[src/rtl/irqc_pkg.sv]
package irqc_pkg;

    typedef enum logic [1:0] {
        ST_RUN       = 2'd0,
        ST_WANT_BASE = 2'd1,
        ST_WANT_CASC = 2'd2,
        ST_WANT_MODE = 2'd3
    } cfg_state_e;

    localparam logic [7:0] CMD_INIT    = 8'h11;
    localparam logic [7:0] CMD_EOI_ANY = 8'h20;
    localparam logic [7:0] CMD_EOI_LVL = 8'h60;
    localparam logic [7:0] CMD_SEL_IRR = 8'h0A;
    localparam logic [7:0] CMD_SEL_ISR = 8'h0B;

    localparam int MODE_AEOI_BIT = 1;

endpackage

[src/rtl/irqc_cfg_fsm.sv]
module irqc_cfg_fsm
    import irqc_pkg::*;
#(
    parameter int N  = 8,
    parameter int DW = 8,
    localparam int LW = $clog2(N)
) (
    input  logic          clk,
    input  logic          rst_n,
    input  logic          wr_en,
    input  logic          addr,
    input  logic [DW-1:0] wdata,
    output cfg_state_e    state_o,
    output logic [DW-1:0] base_o,
    output logic [DW-1:0] casc_o,
    output logic          aeoi_o,
    output logic [N-1:0]  imr_o,
    output logic          sel_isr_o,
    output logic          init_o,
    output logic          eoi_any_o,
    output logic          eoi_lvl_vld_o,
    output logic [LW-1:0] eoi_lvl_o
);

    cfg_state_e state_q, state_d;
    logic cmd_wr, dat_wr;

    assign cmd_wr = wr_en && (addr == 1'b0);
    assign dat_wr = wr_en && (addr == 1'b1);

    // command decode
    always_comb begin
        init_o        = cmd_wr && (wdata == CMD_INIT);
        eoi_any_o     = cmd_wr && (wdata == CMD_EOI_ANY);
        eoi_lvl_vld_o = cmd_wr && (wdata[DW-1:LW] == CMD_EOI_LVL[DW-1:LW]);
        eoi_lvl_o     = wdata[LW-1:0];
    end

    // next state
    always_comb begin
        state_d = state_q;
        if (init_o) begin
            state_d = ST_WANT_BASE;
        end else if (dat_wr) begin
            unique case (state_q)
                ST_RUN:       state_d = ST_RUN;
                ST_WANT_BASE: state_d = ST_WANT_CASC;
                ST_WANT_CASC: state_d = ST_WANT_MODE;
                ST_WANT_MODE: state_d = ST_RUN;
            endcase
        end
    end

    // state register
    always_ff @(posedge clk or negedge rst_n) begin
        if (!rst_n) state_q <= ST_RUN;
        else        state_q <= state_d;
    end

    // configuration registers
    always_ff @(posedge clk or negedge rst_n) begin
        if (!rst_n) begin
            base_o    <= '0;
            casc_o    <= '0;
            aeoi_o    <= 1'b0;
            imr_o     <= '1;
            sel_isr_o <= 1'b0;
        end else if (init_o) begin
            imr_o     <= '1;
            sel_isr_o <= 1'b0;
        end else begin
            if (cmd_wr && wdata == CMD_SEL_ISR) sel_isr_o <= 1'b1;
            if (cmd_wr && wdata == CMD_SEL_IRR) sel_isr_o <= 1'b0;
            if (dat_wr) begin
                unique case (state_q)
                    ST_RUN:       imr_o  <= wdata[N-1:0];
                    ST_WANT_BASE: base_o <= wdata;
                    ST_WANT_CASC: casc_o <= wdata;
                    ST_WANT_MODE: aeoi_o <= wdata[MODE_AEOI_BIT];
                endcase
            end
        end
    end

    assign state_o = state_q;

    // start-up command forces mask, read select and state
    p_init_defaults_r2: assert property (@(posedge clk) disable iff (!rst_n)
        init_o |=> (imr_o == '1 && !sel_isr_o && state_o == ST_WANT_BASE));

    // start-up data words leave the mask alone
    p_mask_kept_in_init_r2: assert property (@(posedge clk) disable iff (!rst_n)
        (state_o != ST_RUN && !init_o) |=> $stable(imr_o));

    // a data write in normal operation lands in the mask
    p_mask_load_r3: assert property (@(posedge clk) disable iff (!rst_n)
        (dat_wr && state_o == ST_RUN) |=> (imr_o == $past(wdata[N-1:0])));

endmodule

[src/rtl/irqc_resolver.sv]
module irqc_resolver #(
    parameter int N = 8,
    localparam int LW = $clog2(N)
) (
    input  logic [N-1:0]  irr_i,
    input  logic [N-1:0]  imr_i,
    input  logic [N-1:0]  isr_i,
    output logic          fwd_vld_o,
    output logic [LW-1:0] fwd_lvl_o,
    output logic          top_isr_vld_o,
    output logic [LW-1:0] top_isr_lvl_o
);

    logic [N-1:0] cand;
    logic [N-1:0] blocked;
    logic         cand_any;

    assign cand = irr_i & ~imr_i;

    // level i is blocked by any in-service bit at i or above in priority
    for (genvar gi = 0; gi < N; gi++) begin : g_block
        assign blocked[gi] = |isr_i[gi:0];
    end

    always_comb begin
        cand_any  = 1'b0;
        fwd_lvl_o = '0;
        for (int i = N - 1; i >= 0; i--) begin
            if (cand[i]) begin
                cand_any  = 1'b1;
                fwd_lvl_o = LW'(i);
            end
        end
        fwd_vld_o = cand_any && !blocked[fwd_lvl_o];
    end

    always_comb begin
        top_isr_vld_o = 1'b0;
        top_isr_lvl_o = '0;
        for (int i = N - 1; i >= 0; i--) begin
            if (isr_i[i]) begin
                top_isr_vld_o = 1'b1;
                top_isr_lvl_o = LW'(i);
            end
        end
    end

endmodule

[src/rtl/irqc_isr_ctl.sv]
module irqc_isr_ctl #(
    parameter int N = 8,
    localparam int LW = $clog2(N)
) (
    input  logic          clk,
    input  logic          rst_n,
    input  logic          init_i,
    input  logic          ack_i,
    input  logic          fwd_vld_i,
    input  logic [LW-1:0] fwd_lvl_i,
    input  logic          aeoi_i,
    input  logic          eoi_any_i,
    input  logic          top_vld_i,
    input  logic [LW-1:0] top_lvl_i,
    input  logic          eoi_lvl_vld_i,
    input  logic [LW-1:0] eoi_lvl_i,
    output logic [N-1:0]  isr_o
);

    logic [N-1:0] set_v, clr_v;

    always_comb begin
        set_v = '0;
        clr_v = '0;
        if (ack_i && fwd_vld_i && !aeoi_i) set_v[fwd_lvl_i] = 1'b1;
        if (eoi_any_i && top_vld_i)        clr_v[top_lvl_i] = 1'b1;
        if (eoi_lvl_vld_i)                 clr_v[eoi_lvl_i] = 1'b1;
    end

    always_ff @(posedge clk or negedge rst_n) begin
        if (!rst_n)      isr_o <= '0;
        else if (init_i) isr_o <= '0;
        else             isr_o <= (isr_o & ~clr_v) | set_v;
    end

    // a real acknowledge marks its level in service
    p_ack_sets_r5: assert property (@(posedge clk) disable iff (!rst_n)
        (ack_i && fwd_vld_i && !aeoi_i && !init_i) |=> isr_o[$past(fwd_lvl_i)]);

    // automatic end-of-interrupt leaves in-service state alone
    p_aeoi_keeps_r6: assert property (@(posedge clk) disable iff (!rst_n)
        (ack_i && aeoi_i && !init_i && !eoi_any_i && !eoi_lvl_vld_i) |=> $stable(isr_o));

    // specific end-of-interrupt clears its level
    p_eoi_lvl_clears_r7: assert property (@(posedge clk) disable iff (!rst_n)
        (eoi_lvl_vld_i && !(ack_i && fwd_vld_i)) |=> !isr_o[$past(eoi_lvl_i)]);

    // acknowledge with nothing forwarded keeps in-service state
    p_spurious_keeps_r10: assert property (@(posedge clk) disable iff (!rst_n)
        (ack_i && !fwd_vld_i && !init_i && !eoi_any_i && !eoi_lvl_vld_i) |=> $stable(isr_o));

endmodule

[src/rtl/prio_irq_ctrl.sv]
module prio_irq_ctrl
    import irqc_pkg::*;
#(
    parameter int N_IN = 8,
    parameter int DW   = 8,
    localparam int LW  = $clog2(N_IN)
) (
    input  logic            clk,
    input  logic            rst_n,
    input  logic [N_IN-1:0] irq_req_i,
    input  logic            bus_wr_i,
    input  logic            bus_rd_i,
    input  logic            bus_addr_i,
    input  logic [DW-1:0]   bus_wdata_i,
    output logic [DW-1:0]   bus_rdata_o,
    output logic            irq_o,
    input  logic            irq_ack_i,
    output logic            vec_valid_o,
    output logic [DW-1:0]   casc_cfg_o
);

    cfg_state_e      state;
    logic [N_IN-1:0] irr_q, imr, isr;
    logic [DW-1:0]   base;
    logic            aeoi, sel_isr, init_cmd, eoi_any, eoi_lvl_vld;
    logic [LW-1:0]   eoi_lvl, fwd_lvl, top_lvl;
    logic            fwd_vld, top_vld;
    logic [LW-1:0]   vec_lvl;
    logic [DW-1:0]   vector;

    irqc_cfg_fsm #(.N(N_IN), .DW(DW)) u_cfg (
        .clk           (clk),
        .rst_n         (rst_n),
        .wr_en         (bus_wr_i),
        .addr          (bus_addr_i),
        .wdata         (bus_wdata_i),
        .state_o       (state),
        .base_o        (base),
        .casc_o        (casc_cfg_o),
        .aeoi_o        (aeoi),
        .imr_o         (imr),
        .sel_isr_o     (sel_isr),
        .init_o        (init_cmd),
        .eoi_any_o     (eoi_any),
        .eoi_lvl_vld_o (eoi_lvl_vld),
        .eoi_lvl_o     (eoi_lvl)
    );

    irqc_resolver #(.N(N_IN)) u_res (
        .irr_i         (irr_q),
        .imr_i         (imr),
        .isr_i         (isr),
        .fwd_vld_o     (fwd_vld),
        .fwd_lvl_o     (fwd_lvl),
        .top_isr_vld_o (top_vld),
        .top_isr_lvl_o (top_lvl)
    );

    irqc_isr_ctl #(.N(N_IN)) u_isr (
        .clk           (clk),
        .rst_n         (rst_n),
        .init_i        (init_cmd),
        .ack_i         (irq_ack_i),
        .fwd_vld_i     (fwd_vld),
        .fwd_lvl_i     (fwd_lvl),
        .aeoi_i        (aeoi),
        .eoi_any_i     (eoi_any),
        .top_vld_i     (top_vld),
        .top_lvl_i     (top_lvl),
        .eoi_lvl_vld_i (eoi_lvl_vld),
        .eoi_lvl_i     (eoi_lvl),
        .isr_o         (isr)
    );

    // request sampling
    always_ff @(posedge clk or negedge rst_n) begin
        if (!rst_n) irr_q <= '0;
        else        irr_q <= irq_req_i;
    end

    // lowest priority level stands in when nothing is forwarded
    assign vec_lvl = fwd_vld ? fwd_lvl : LW'(N_IN - 1);
    assign vector  = base + DW'(vec_lvl);
    assign irq_o   = fwd_vld && (state == ST_RUN);

    // read data and vector output
    always_ff @(posedge clk or negedge rst_n) begin
        if (!rst_n) begin
            bus_rdata_o <= '0;
            vec_valid_o <= 1'b0;
        end else begin
            vec_valid_o <= irq_ack_i;
            if (irq_ack_i)
                bus_rdata_o <= vector;
            else if (bus_rd_i)
                bus_rdata_o <= bus_addr_i ? DW'(imr) : (sel_isr ? DW'(isr) : DW'(irr_q));
        end
    end

    // vector strobe only follows an acknowledge
    p_vec_after_ack_r5: assert property (@(posedge clk) disable iff (!rst_n)
        vec_valid_o |-> $past(irq_ack_i));

    // interrupt output never raised by masked inputs only
    p_irq_unmasked_r3: assert property (@(posedge clk) disable iff (!rst_n)
        irq_o |-> ((irr_q & ~imr) != '0));

    // forwarded level is never already in service
    p_fwd_not_in_service_r4: assert property (@(posedge clk) disable iff (!rst_n)
        irq_o |-> !isr[fwd_lvl]);

endmodule

[config.mk]
export PLATFORM = sky130hd
export DESIGN_NAME = prio_irq_ctrl
export DESIGN_NICKNAME = d
export VERILOG_FILES = /design/src/rtl/irqc_pkg.sv /design/src/rtl/irqc_cfg_fsm.sv /design/src/rtl/irqc_resolver.sv /design/src/rtl/irqc_isr_ctl.sv /design/src/rtl/prio_irq_ctrl.sv
export SDC_FILE = /design/constraint.sdc
export NUM_CORES = 1
export LEC_CHECK = 0
export BUFFER_PORTS_ARGS = -buffer_cell sky130_fd_sc_hd__clkbuf_2
export CAP_MARGIN = 25
export CORE_MARGIN = 2
export CORE_UTILIZATION = 30
export DETAILED_ROUTE_END_ITERATION = 7
export HOLD_SLACK_MARGIN = 0.1
export SYNTH_ARGS = -nofsm -noshare
export SYNTH_HDL_FRONTEND = slang
export SYNTH_SLANG_ARGS = --single-unit
[constraint.sdc]
create_clock -name clk -period 3.1 [get_ports clk]
set_input_delay 0.465 -clock clk [delete_from_list [all_inputs] [get_ports clk]]
set_output_delay 0.465 -clock clk [all_outputs]
set_load 0.01 [all_outputs]
==> impl_metrics.py, run 1 <==
metrics = {
    "outcome": {
        "status": "completed",
    },
    "placement": {
        "post-place-cells": 475,
        "gp_routability_congestion": 0.891,
        "place.port_buffers": 39,
        "detailedPlacementHpwl_mm": 5.58,
        "place_area_sq_mm": 0.00334,
    },
    "critical_path": {
        "timing.critical_path.from_type": "register",
        "timing.critical_path.max_delay_family": "simple AND/OR/NAND/NOR gates",
        "critPathRequiredTime_ns": 3.29,
        "worst_path_arrival_time_ns": 3.27,
        "worst_path_largest_cell_delay_ns": 0.55,
        "timing.critical_path.slowest_stage_cell": "or4_4",
        "worst-setup-path-type": "register to register",
        "worstPathBufferInverterCount": 0,
        "cp_cell_instances": "or4_4, or4_4, a21oi_4, o311a_4, nand2_1, ha_2, fa_2, a21oi_1, nor2b_1, and3_1, xnor2_1, a21oi_1",
        "crit_fanout": 3,
        "endpoint_kind": "register",
    },
    "route": {
        "route.layer.met1.wl_mm": 3.54,
        "detail_route.wl_per_cell_um": 15.8,
        "wl_met3_um": 372,
        "drt_iter0_markers": 219,
        "via_per_inst": 5.11,
        "antenna_left": 0,
        "wirelength_mm": 7.66,
        "met2_wirelength_mm": 3.55,
        "dr_total_vias": 2483,
        "topRoutingLayerUsed": "met4",
        "drt-pass1-iter-count": 4,
        "drc": 0,
    },
    "grt": {
        "antenna_violations_before_repair": 0,
        "grt.overflow.total": 0,
        "grt_first_pass_wirelength_mm": 12.5,
        "grt_pass1_vias": 2394,
        "globalRouteTotalUtil_pct": 15.3,
        "pin_count_of_the_biggest_net_entering_global_routing": 54,
    },
    "yosys": {
        "ys.flop_type": "dfrtp_1",
        "synth_enable_flop_cells": 0,
        "postSynthAreaPerCell_sq_um": 9.67,
        "postSynthRegisterBits": 53,
        "netlist-cell-type-count": 51,
        "async_reset_ff_share_pct": 100,
        "synth.yosys.warnings": 0,
        "synth_area_sq_mm": 0.00292,
        "syn_inst": 302,
        "ys_seq_area_share_pct": 45.8,
        "synthesis.nets": 333,
    },
    "run": {
        "max-cap-violations": 0,
    },
    "cells_and_area": {
        "fraction_of_layout_instances_using_a_drive_strength_above_1_pct": 29.2,
        "most-common-layout-cells": "46 x nand2_1, 45 x dfrtp_1, 39 x clkbuf_2",
        "fin_nets": 383,
        "design_area_sq_mm": 0.00351,
        "n_antenna_cell": 0,
        "finish.cell_count_without_fillers": 486,
        "mostFrequentLayoutCell": "nand2_1",
        "area_growth_syn_to_layout_pct": 20.1,
    },
    "cts": {
        "cts_tree": "yes",
        "cts-htree-levels": 2,
        "clk_latency_ns": 0.31,
        "cts_sinks": 53,
        "cts-buffers-inserted": 5,
        "root_cell_of_the_clock_tree": "clkbuf_8",
        "clk_pin_slew_ns": 0.10,
        "cts-root-to-sink-buffers": 2,
        "postCtsHoldBufs": 0,
    },
    "sta": {
        "hold_viol": 0,
        "setup_viol": 0,
        "transition_at_the_pin_with_the_smallest_max_transition_slack_ns": 0.677,
        "final_period_minus_worst_setup_slack_ns": 3.07,
        "max_freq_ghz": 0.325,
        "final-max-slew-violation-count": 0,
        "grt_setup_unrepaired": "true",
        "final_min_period_over_clock_period_pct": 99.2,
        "slew-limit-headroom_pct": 54.9,
        "worst_clock_skew_ns": 0.0101,
    },
    "pwr": {
        "vdd_ir_drop_max_mv": 0.360,
        "power_density_mw_per_mm2": 894,
        "leakage_nw": 1.52,
    },
    "floorplan": {
        "dieArea_sq_mm": 0.0105,
        "floorplan.die.height_um": 103,
        "core.rowCount": 36,
        "start_util_pct": 30.4,
        "die_width_um": 103,
        "num_io_pins": 40,
        "core_footprint_sq_mm": 0.00959,
    },
    "worst_hold_path": {
        "holdCritPathClass": "input port to register",
    },
}
-- layout make-up --
class | count | area (sq um)
clock buffer | 7 | 96.3
clock inverter | 1 | 8.76
fill | 977 | 6090
inverter | 8 | 30.0
multi-input combinational | 228 | 1550
sequential | 53 | 1340
tap | 133 | 166
timing repair buffer | 56 | 323
-- stage by stage --
stage / util [%] / hold slack, ns / total power [mW] / TNS [ns] / setup slack [ns]
after floorplan: - / 0.169 / 2.08 / 0 / 0.0353
after global placement: 34.8 / 0.478 / 2.59 / 0 / 0.0115
after detailed placement: 34.8 / 0.485 / 2.61 / -0.0426 / -0.0426
after CTS: 36.2 / 0.240 / 3.11 / 0 / 0.00118
after global routing: 36.5 / 0.232 / 3.38 / -0.167 / -0.0937
final: 36.5 / 0.248 / 3.13 / 0 / 0.0262
-- Yosys cell counts, drive strengths merged, types with 3 or more instances --
| cell type | number | area, sq um |
|---|---|---|
| dfrtp | 45 | 1130 |
| clkbuf | 12 | 45.0 |
| nand4 | 5 | 31.3 |
| o21ai | 23 | 115 |
| mux2i | 13 | 130 |
| xor2 | 3 | 26.3 |
| inv | 8 | 30.0 |
| mux2 | 15 | 169 |
| nor2b | 11 | 68.8 |
| o22ai | 4 | 31.3 |
| nand2 | 46 | 173 |
| o311ai | 3 | 26.3 |
| a21oi | 9 | 48.8 |
| nand2b | 7 | 43.8 |
| xnor2 | 3 | 26.3 |
| a211oi | 4 | 30.0 |
| ha | 8 | 100 |
| nor3b | 3 | 27.5 |
| o2111ai | 4 | 41.3 |
| nand3 | 24 | 120 |
| nor2 | 15 | 56.3 |
| dfstp | 8 | 210 |
-- what timing repair did --
item / in CTS / in global routing
setup endpoints to repair: 1 / 5
setup buffers: 0 / 3
gates resized for setup: 5 / 3
endpoints found under the hold margin: 0 / 0
pin swaps: 0 / 4
-- sequential cells by signal, summed over array words and instances, names as in the netlist --
register and flops:
u_cfg.casc_o 8, u_cfg.aeoi_o 1, vec_valid_o 1, u_cfg.state_o 2, irr_q 8, u_cfg.base_o 8, u_isr.isr_o 8, u_cfg.imr_o 8
bus_rdata_o 8, u_cfg.sel_isr_o 1
-- where the power goes --
part | internal (mW) | switching (mW) | total, mW
logic | 0.706 | 0.784 | 1.49
clock network | 0.207 | 0.243 | 0.450
registers | 1.00 | 0.194 | 1.19
total | 1.91 | 1.22 | 3.13
-- final timing paths --
| kind | slack, ns | startpoint | end | cells after the start |
|---|---|---|---|---|
| worst max-delay path | 0.03 | u_isr.isr_o[2] | bus_rdata_o[6] | 12 |
| worst min-delay path | 0.25 | irq_req_i[7] | irr_q[7] | 1 |
| worst max register to register | 0.03 | u_isr.isr_o[2] | bus_rdata_o[6] | 12 |
| worst min register to register | 0.50 | u_cfg.casc_o[0] | u_cfg.casc_o[0] | 2 |
| max in group asynchronous | 2.37 | rst_n | u_isr.isr_o[5] | 2 |
| min in group asynchronous | 0.26 | rst_n | bus_rdata_o[2] | 2 |
-- routing by layer --
layer,GRT usage (%),up-vias
met2,24.3,88
met5,0,-
met3,2.71,18
met4,5.54,0
li1,-,1179
met1,21.1,1198
-- kinds of logic after synthesis --
group / share of synthesized area (%)
AND/OR/NAND/NOR: 21.9
AO/OA/AOI/OAI: 13.4
flip-flops: 45.8
multiplexers: 10.2
buffers and inverters: 2.70
adder cells (fa/ha/maj): 4.12
XOR/XNOR: 1.80
Power figures use the tool's default switching activity.
==> inputs of run 2 (changes only) <==
==> constraint.sdc (replaced) <==
create_clock -name clk -period 3.1 [get_ports clk]
set_input_delay 0.155 -clock clk [delete_from_list [all_inputs] [get_ports clk]]
set_output_delay 0.155 -clock clk [all_outputs]
set_load 0.01 [all_outputs]
==> run 2 against run 1 <==
Against the previous run:
- the run now ends with setup timing left
- cell area is 3.4% higher
- maximum frequency is 0.90% lower
- global-route usage is 0.58 points higher
- via count is 3.1% higher
- power is 1.3% higher
- die area stayed put
- non-clock buffer count is 13 higher
- critical path type unchanged
- largest cell class unchanged
- largest power group unchanged
- highest routed layer unchanged
==> impl_metrics.py, run 2 (synthesis results as in run 1) <==
metrics = {
    "pwr": {
        "leakage_nw": 1.57,
        "swShare_pct": 39.3,
        "power_density_mw_per_mm2": 876,
        "vdd_ir_drop_max_mv": 0.390,
        "power_frac_seq_pct": 38.0,
        "power.internal_mw": 1.93,
        "p_clk_share_pct": 12.3,
        "combPwrFrac_pct": 49.7,
        "design_power_total_mw": 3.18,
        "p_sw_mw": 1.25,
    },
    "cts": {
        "cts-root-to-sink-buffers": 2,
        "cts_sinks": 53,
        "clk_latency_ns": 0.31,
        "cts-htree-levels": 2,
        "cts-buffers-inserted": 5,
        "clk_pin_slew_ns": 0.10,
        "cts_tree": "yes",
        "root_cell_of_the_clock_tree": "clkbuf_8",
    },
    "sta": {
        "slew-limit-headroom_pct": 44.2,
        "final-max-slew-violation-count": 0,
        "setup-tns-final_ns": -0.00177,
        "grt_setup_unrepaired": "true",
        "holdWs_ns": 0.111,
        "worst_clock_skew_ns": 0.0166,
        "final_min_period_over_clock_period_pct": 100,
        "transition_at_the_pin_with_the_smallest_max_transition_slack_ns": 0.838,
        "layout_setup_ws_ns": -0.00177,
        "final_period_minus_worst_setup_slack_ns": 3.10,
        "hold_viol": 0,
        "max_freq_ghz": 0.322,
        "setup_viol": 1,
    },
    "placement": {
        "place.port_buffers": 39,
        "gp_routability_congestion": 0.916,
        "pre_cts_ws_ns": -0.0745,
        "detailedPlacementHpwl_mm": 5.77,
        "place_area_sq_mm": 0.00335,
        "post-place-cells": 477,
    },
    "route": {
        "drt-pass1-iter-count": 5,
        "via_per_inst": 5.13,
        "wirelength_mm": 7.88,
        "drt_iter0_markers": 215,
        "drc": 0,
        "antenna_left": 0,
        "dr_total_vias": 2561,
        "detail_route.wl_per_cell_um": 15.8,
    },
    "floorplan": {
        "floorplan.die.height_um": 103,
        "core_footprint_sq_mm": 0.00959,
        "num_io_pins": 40,
        "start_util_pct": 30.4,
        "die_width_um": 103,
        "dieArea_sq_mm": 0.0105,
        "core.rowCount": 36,
    },
    "cells_and_area": {
        "finish.cell_count_without_fillers": 499,
        "n_antenna_cell": 0,
        "fin_nets": 396,
        "fraction_of_layout_instances_using_a_drive_strength_above_1_pct": 29.2,
        "final_util_pct": 37.8,
        "design_area_sq_mm": 0.00363,
        "area_growth_syn_to_layout_pct": 24.2,
        "most-common-layout-cells": "45 x nand2_1, 45 x dfrtp_1, 39 x clkbuf_2",
    },
    "grt": {
        "globalRouteTotalUtil_pct": 15.9,
        "grt_first_pass_wirelength_mm": 12.9,
        "antenna_violations_before_repair": 0,
        "grt.overflow.total": 0,
        "pin_count_of_the_biggest_net_entering_global_routing": 35,
        "grt_pass1_vias": 2494,
    },
    "critical_path": {
        "critPathRequiredTime_ns": 3.27,
        "worst_path_arrival_time_ns": 3.28,
        "endpoint_kind": "register",
        "timing.critical_path.from_type": "register",
        "worst-setup-path-type": "register to register",
        "crit_fanout": 3,
    },
    "run": {
        "max-cap-violations": 0,
    },
    "worst_hold_path": {
        "holdCritPathClass": "input port to register",
    },
    "outcome": {
        "failed_checks": "setup timing",
        "status": "finished, violations left",
    },
}
[run 2: cell count changes in the layout (fill, tap and decap cells not counted), sizes merged]
cell and change:
dlygate4sd3 +9, buf +4, clkbuf -1, clkinv +1, clkinvlp +1, inv -1
[run 2: cell type report]
| type | instances | area, sq um |
|---|---|---|
| Clock buffer | 6 | 72.6 |
| Clock inverter | 2 | 16.3 |
| Fill cell | 973 | 5970 |
| Inverter | 8 | 30.0 |
| Multi-Input combinational cell | 228 | 1560 |
| Sequential cell | 53 | 1340 |
| Tap cell | 133 | 166 |
| Timing Repair Buffer | 69 | 443 |
[run 2: power by group through the flow]
stage	clock (mW)	combinational [mW]	sequential (mW)
detailed placement	0	1.42	1.21
global placement	0	1.39	1.20
global route	0.441	1.75	1.25
finish	0.391	1.58	1.21
floorplan	0	0.841	1.24
CTS	0.410	1.48	1.20
[run 2: layer usage]
layer | wire length (um) | GRT usage (%) | vias up
met1 | 3610 | 21.5 | 1242
li1 | - | - | 1205
met4 | 161 | 4.72 | 0
met2 | 3720 | 26.0 | 97
met5 | 0 | 0 | -
met3 | 392 | 2.98 | 17
[run 2: what timing repair did]
item                       CTS  global route
setup endpoints to repair    2             5
gates resized for setup      5             5
hold endpoints to repair    39             0
pin swaps                    0             2
hold buffers                 9             0
setup buffers                0             5
[run 2: final timing paths]
| path | startpoint | to | slack [ns] | depth (start not counted) |
|---|---|---|---|---|
| max in group asynchronous | rst_n | u_cfg.imr_o[4] | 1.83 | 3 |
| min in group asynchronous | rst_n | bus_rdata_o[5] | 0.48 | 2 |
| worst max register to register | u_isr.isr_o[2] | bus_rdata_o[6] | -0.002 | 12 |
| worst min-delay path | bus_wdata_i[7] | u_cfg.imr_o[7] | 0.11 | 3 |
| worst max-delay path | u_isr.isr_o[2] | bus_rdata_o[6] | -0.002 | 12 |
| worst min register to register | u_cfg.imr_o[0] | u_cfg.imr_o[0] | 0.50 | 2 |
[run 2: critical path, cell delays in order (launching register included)]
cell and delay [ns]:
dfrtp_1 0.38, or4_4 0.55, or4_4 0.46, a21oi_4 0.15
o311a_4 0.22, nand2_2 0.07, ha_4 0.17, fa_2 0.35
a21oi_2 0.14, nor2b_1 0.06, and3_1 0.19, xnor2_1 0.15
a21oi_1 0.08
==> inputs of run 3 (changes only) <==
- clock period: 3.1 -> 2.6 ns (I/O delays scaled with it)
==> run 3 against run 2 <==
Against the previous run:
- the flow still finishes with violations (setup timing)
- hold slack gained 0.012 ns
- utilization grew 2.9 points
- power grew 30%
- setup slack lost 0.44 ns
- first-iteration DRC count shrank 17%
- sequential share of layout area shrank 2.6 points
- register-to-register slack lost 0.44 ns
- largest power group unchanged
==> impl_metrics.py, run 3 (synthesis results as in run 1) <==
metrics = {
    "outcome": {
        "status": "finished, violations left",
        "failed_checks": "setup timing",
    },
    "cts": {
        "cts_sinks": 53,
        "cts_tree": "yes",
        "clk_latency_ns": 0.32,
        "cts-root-to-sink-buffers": 2,
        "root_cell_of_the_clock_tree": "clkbuf_8",
        "clk_pin_slew_ns": 0.10,
        "cts-buffers-inserted": 5,
        "cts-htree-levels": 2,
    },
    "floorplan": {
        "die_width_um": 103,
        "core_footprint_sq_mm": 0.00959,
        "num_io_pins": 40,
        "floorplan.die.height_um": 103,
        "core.rowCount": 36,
        "dieArea_sq_mm": 0.0105,
        "start_util_pct": 30.4,
    },
    "pwr": {
        "power_density_mw_per_mm2": 1060,
        "vdd_ir_drop_max_mv": 0.517,
        "swShare_pct": 37.7,
        "p_clk_share_pct": 12.2,
        "power_frac_seq_pct": 34.1,
        "leakage_nw": 1.74,
        "p_sw_mw": 1.56,
        "combPwrFrac_pct": 53.7,
        "power.internal_mw": 2.58,
    },
    "placement": {
        "pre_cts_ws_ns": -0.489,
        "gp_routability_congestion": 0.930,
        "detailedPlacementHpwl_mm": 6.26,
        "place_area_sq_mm": 0.00360,
        "post-place-cells": 508,
        "place.port_buffers": 39,
    },
    "cells_and_area": {
        "n_antenna_cell": 0,
        "area_growth_syn_to_layout_pct": 33.6,
        "most-common-layout-cells": "50 x buf_4, 45 x nand2_1, 45 x dfrtp_1",
        "design_area_sq_mm": 0.00390,
        "mostFrequentLayoutCell": "buf_4",
        "finish.cell_count_without_fillers": 530,
        "fin_nets": 427,
        "fraction_of_layout_instances_using_a_drive_strength_above_1_pct": 35.5,
    },
    "critical_path": {
        "ff_to_ff_path_depth": 12,
        "timing.critical_path.from_type": "register",
        "timing.critical_path.max_delay_family": "simple AND/OR/NAND/NOR gates",
        "cp_cell_instances": "or4_4, or4_4, a21oi_4, o311a_4, nand2_2, ha_4, fa_2, a21oi_2, nor2b_1, and3_1, xnor2_1, a21oi_1",
        "cp_num_cells": 12,
        "endpoint_kind": "register",
        "crit_start": "u_isr.isr_o[3]",
        "critPathRequiredTime_ns": 2.79,
        "crit_fanout": 3,
        "worst-setup-path-type": "register to register",
        "critical_path.reg2reg.endpoint": "bus_rdata_o[6]",
        "critPathMostFrequentCell": "or4_4",
        "worst_r2r_startpoint": "u_isr.isr_o[3]",
        "timing.critical_path.slowest_stage_cell": "or4_4",
        "worstPathBufferInverterCount": 0,
        "worst_path_largest_cell_delay_ns": 0.55,
        "r2r_setup_slack_ns": -0.44,
        "worst_path_arrival_time_ns": 3.23,
        "setup.worst_path.end": "bus_rdata_o[6]",
    },
    "grt": {
        "pin_count_of_the_biggest_net_entering_global_routing": 54,
        "antenna_violations_before_repair": 0,
        "global_route.peak_usage_layer": "met2",
        "globalRouteTotalUtil_pct": 16.8,
        "grt_pass1_vias": 2608,
        "global_route.usage.met3_pct": 3.32,
        "global_route.usage.met2_pct": 27.5,
        "grt.overflow.total": 0,
        "grtUsageMet1_pct": 23.1,
        "grt_first_pass_wirelength_mm": 13.6,
    },
    "sta": {
        "holdWs_ns": 0.123,
        "final_min_period_over_clock_period_pct": 117,
        "setup_viol": 7,
        "slew-limit-headroom_pct": 54.3,
        "max_freq_ghz": 0.329,
        "hold_viol": 0,
        "grt_setup_unrepaired": "true",
        "final-max-slew-violation-count": 0,
        "transition_at_the_pin_with_the_smallest_max_transition_slack_ns": 0.686,
        "final_period_minus_worst_setup_slack_ns": 3.04,
        "layout_setup_ws_ns": -0.440,
        "worst_clock_skew_ns": 0.0188,
    },
    "run": {
        "max-cap-violations": 0,
    },
    "route": {
        "drc": 0,
        "wirelength_mm": 8.26,
        "antenna_left": 0,
        "dr_total_vias": 2572,
        "via_per_inst": 4.85,
        "detail_route.wl_per_cell_um": 15.6,
        "drt-pass1-iter-count": 5,
        "drt_iter0_markers": 179,
    },
    "worst_hold_path": {
        "worst_hold_path.num_cells": 3,
        "holdCritPathClass": "input port to register",
    },
}
[run 3: cell types whose count changed in the layout (fill, tap and decap cells not counted), moves of 2 or more]
cell | before | now
nand3_2 | 0 | 2
buf_4 | 21 | 50
nand3_1 | 24 | 22
dlygate4sd3_1 | 9 | 11
[run 3: worst min-delay path by stage]
stage,startpoint,end,slack [ns]
after floorplan,rst_n,bus_rdata_o[0],-0.17
after global placement,irq_req_i[4],irr_q[4],0.24
after detailed placement,irq_req_i[4],irr_q[4],0.24
after CTS,bus_wdata_i[4],u_cfg.imr_o[4],0.12
after global routing,bus_wdata_i[4],u_cfg.imr_o[4],0.15
final,bus_wdata_i[4],u_cfg.imr_o[4],0.12
[run 3: layout make-up]
class,instances,area [sq um]
multi-input combinational,228,1580
inverter,8,30.0
timing repair buffer,100,687
sequential,53,1340
clock buffer,6,82.6
clock inverter,2,17.5
tap,133,166
fill,963,5690
[run 3: tightest hold or removal path: stages]
cell	delay (ns)
clkbuf_2	0.14
nand3_1	0.09
nand3_1	0.07
[run 3: routing by layer]
layer  vias to the layer above  share of wire (%)
met5                         -                  0
met4                         0               0.92
met3                         9                5.3
met2                        71                 48
met1                      1224                 46
li1                       1268                  -
[run 3: per-stage QoR]
| step | TNS, ns | total power [mW] | utilization (%) |
|---|---|---|---|
| after floorplan | -1.63 | 2.52 | - |
| after global placement | -2.08 | 3.45 | 37.6 |
| after detailed placement | -2.57 | 3.50 | 37.6 |
| after CTS | -2.38 | 4.10 | 40.2 |
| after global routing | -3.31 | 4.48 | 40.6 |
| final | -2.35 | 4.14 | 40.6 |
[run 3: repair_timing]
item                       in CTS  in global routing
setup buffers                   1                  2
hold endpoints to repair       55                  0
pin swaps                       0                  3
resized for setup               6                  6
setup endpoints to repair       7                  8
gates cloned                    0                  0
hold buffers                   11                  0
[run 3: power groups by stage]
stage	clock (mW)	sequential, mW	combinational (mW)
floorplan	0	1.48	1.04
global placement	0	1.41	2.04
detailed placement	0	1.42	2.08
CTS	0.525	1.41	2.17
global route	0.556	1.46	2.46
finish	0.506	1.41	2.22
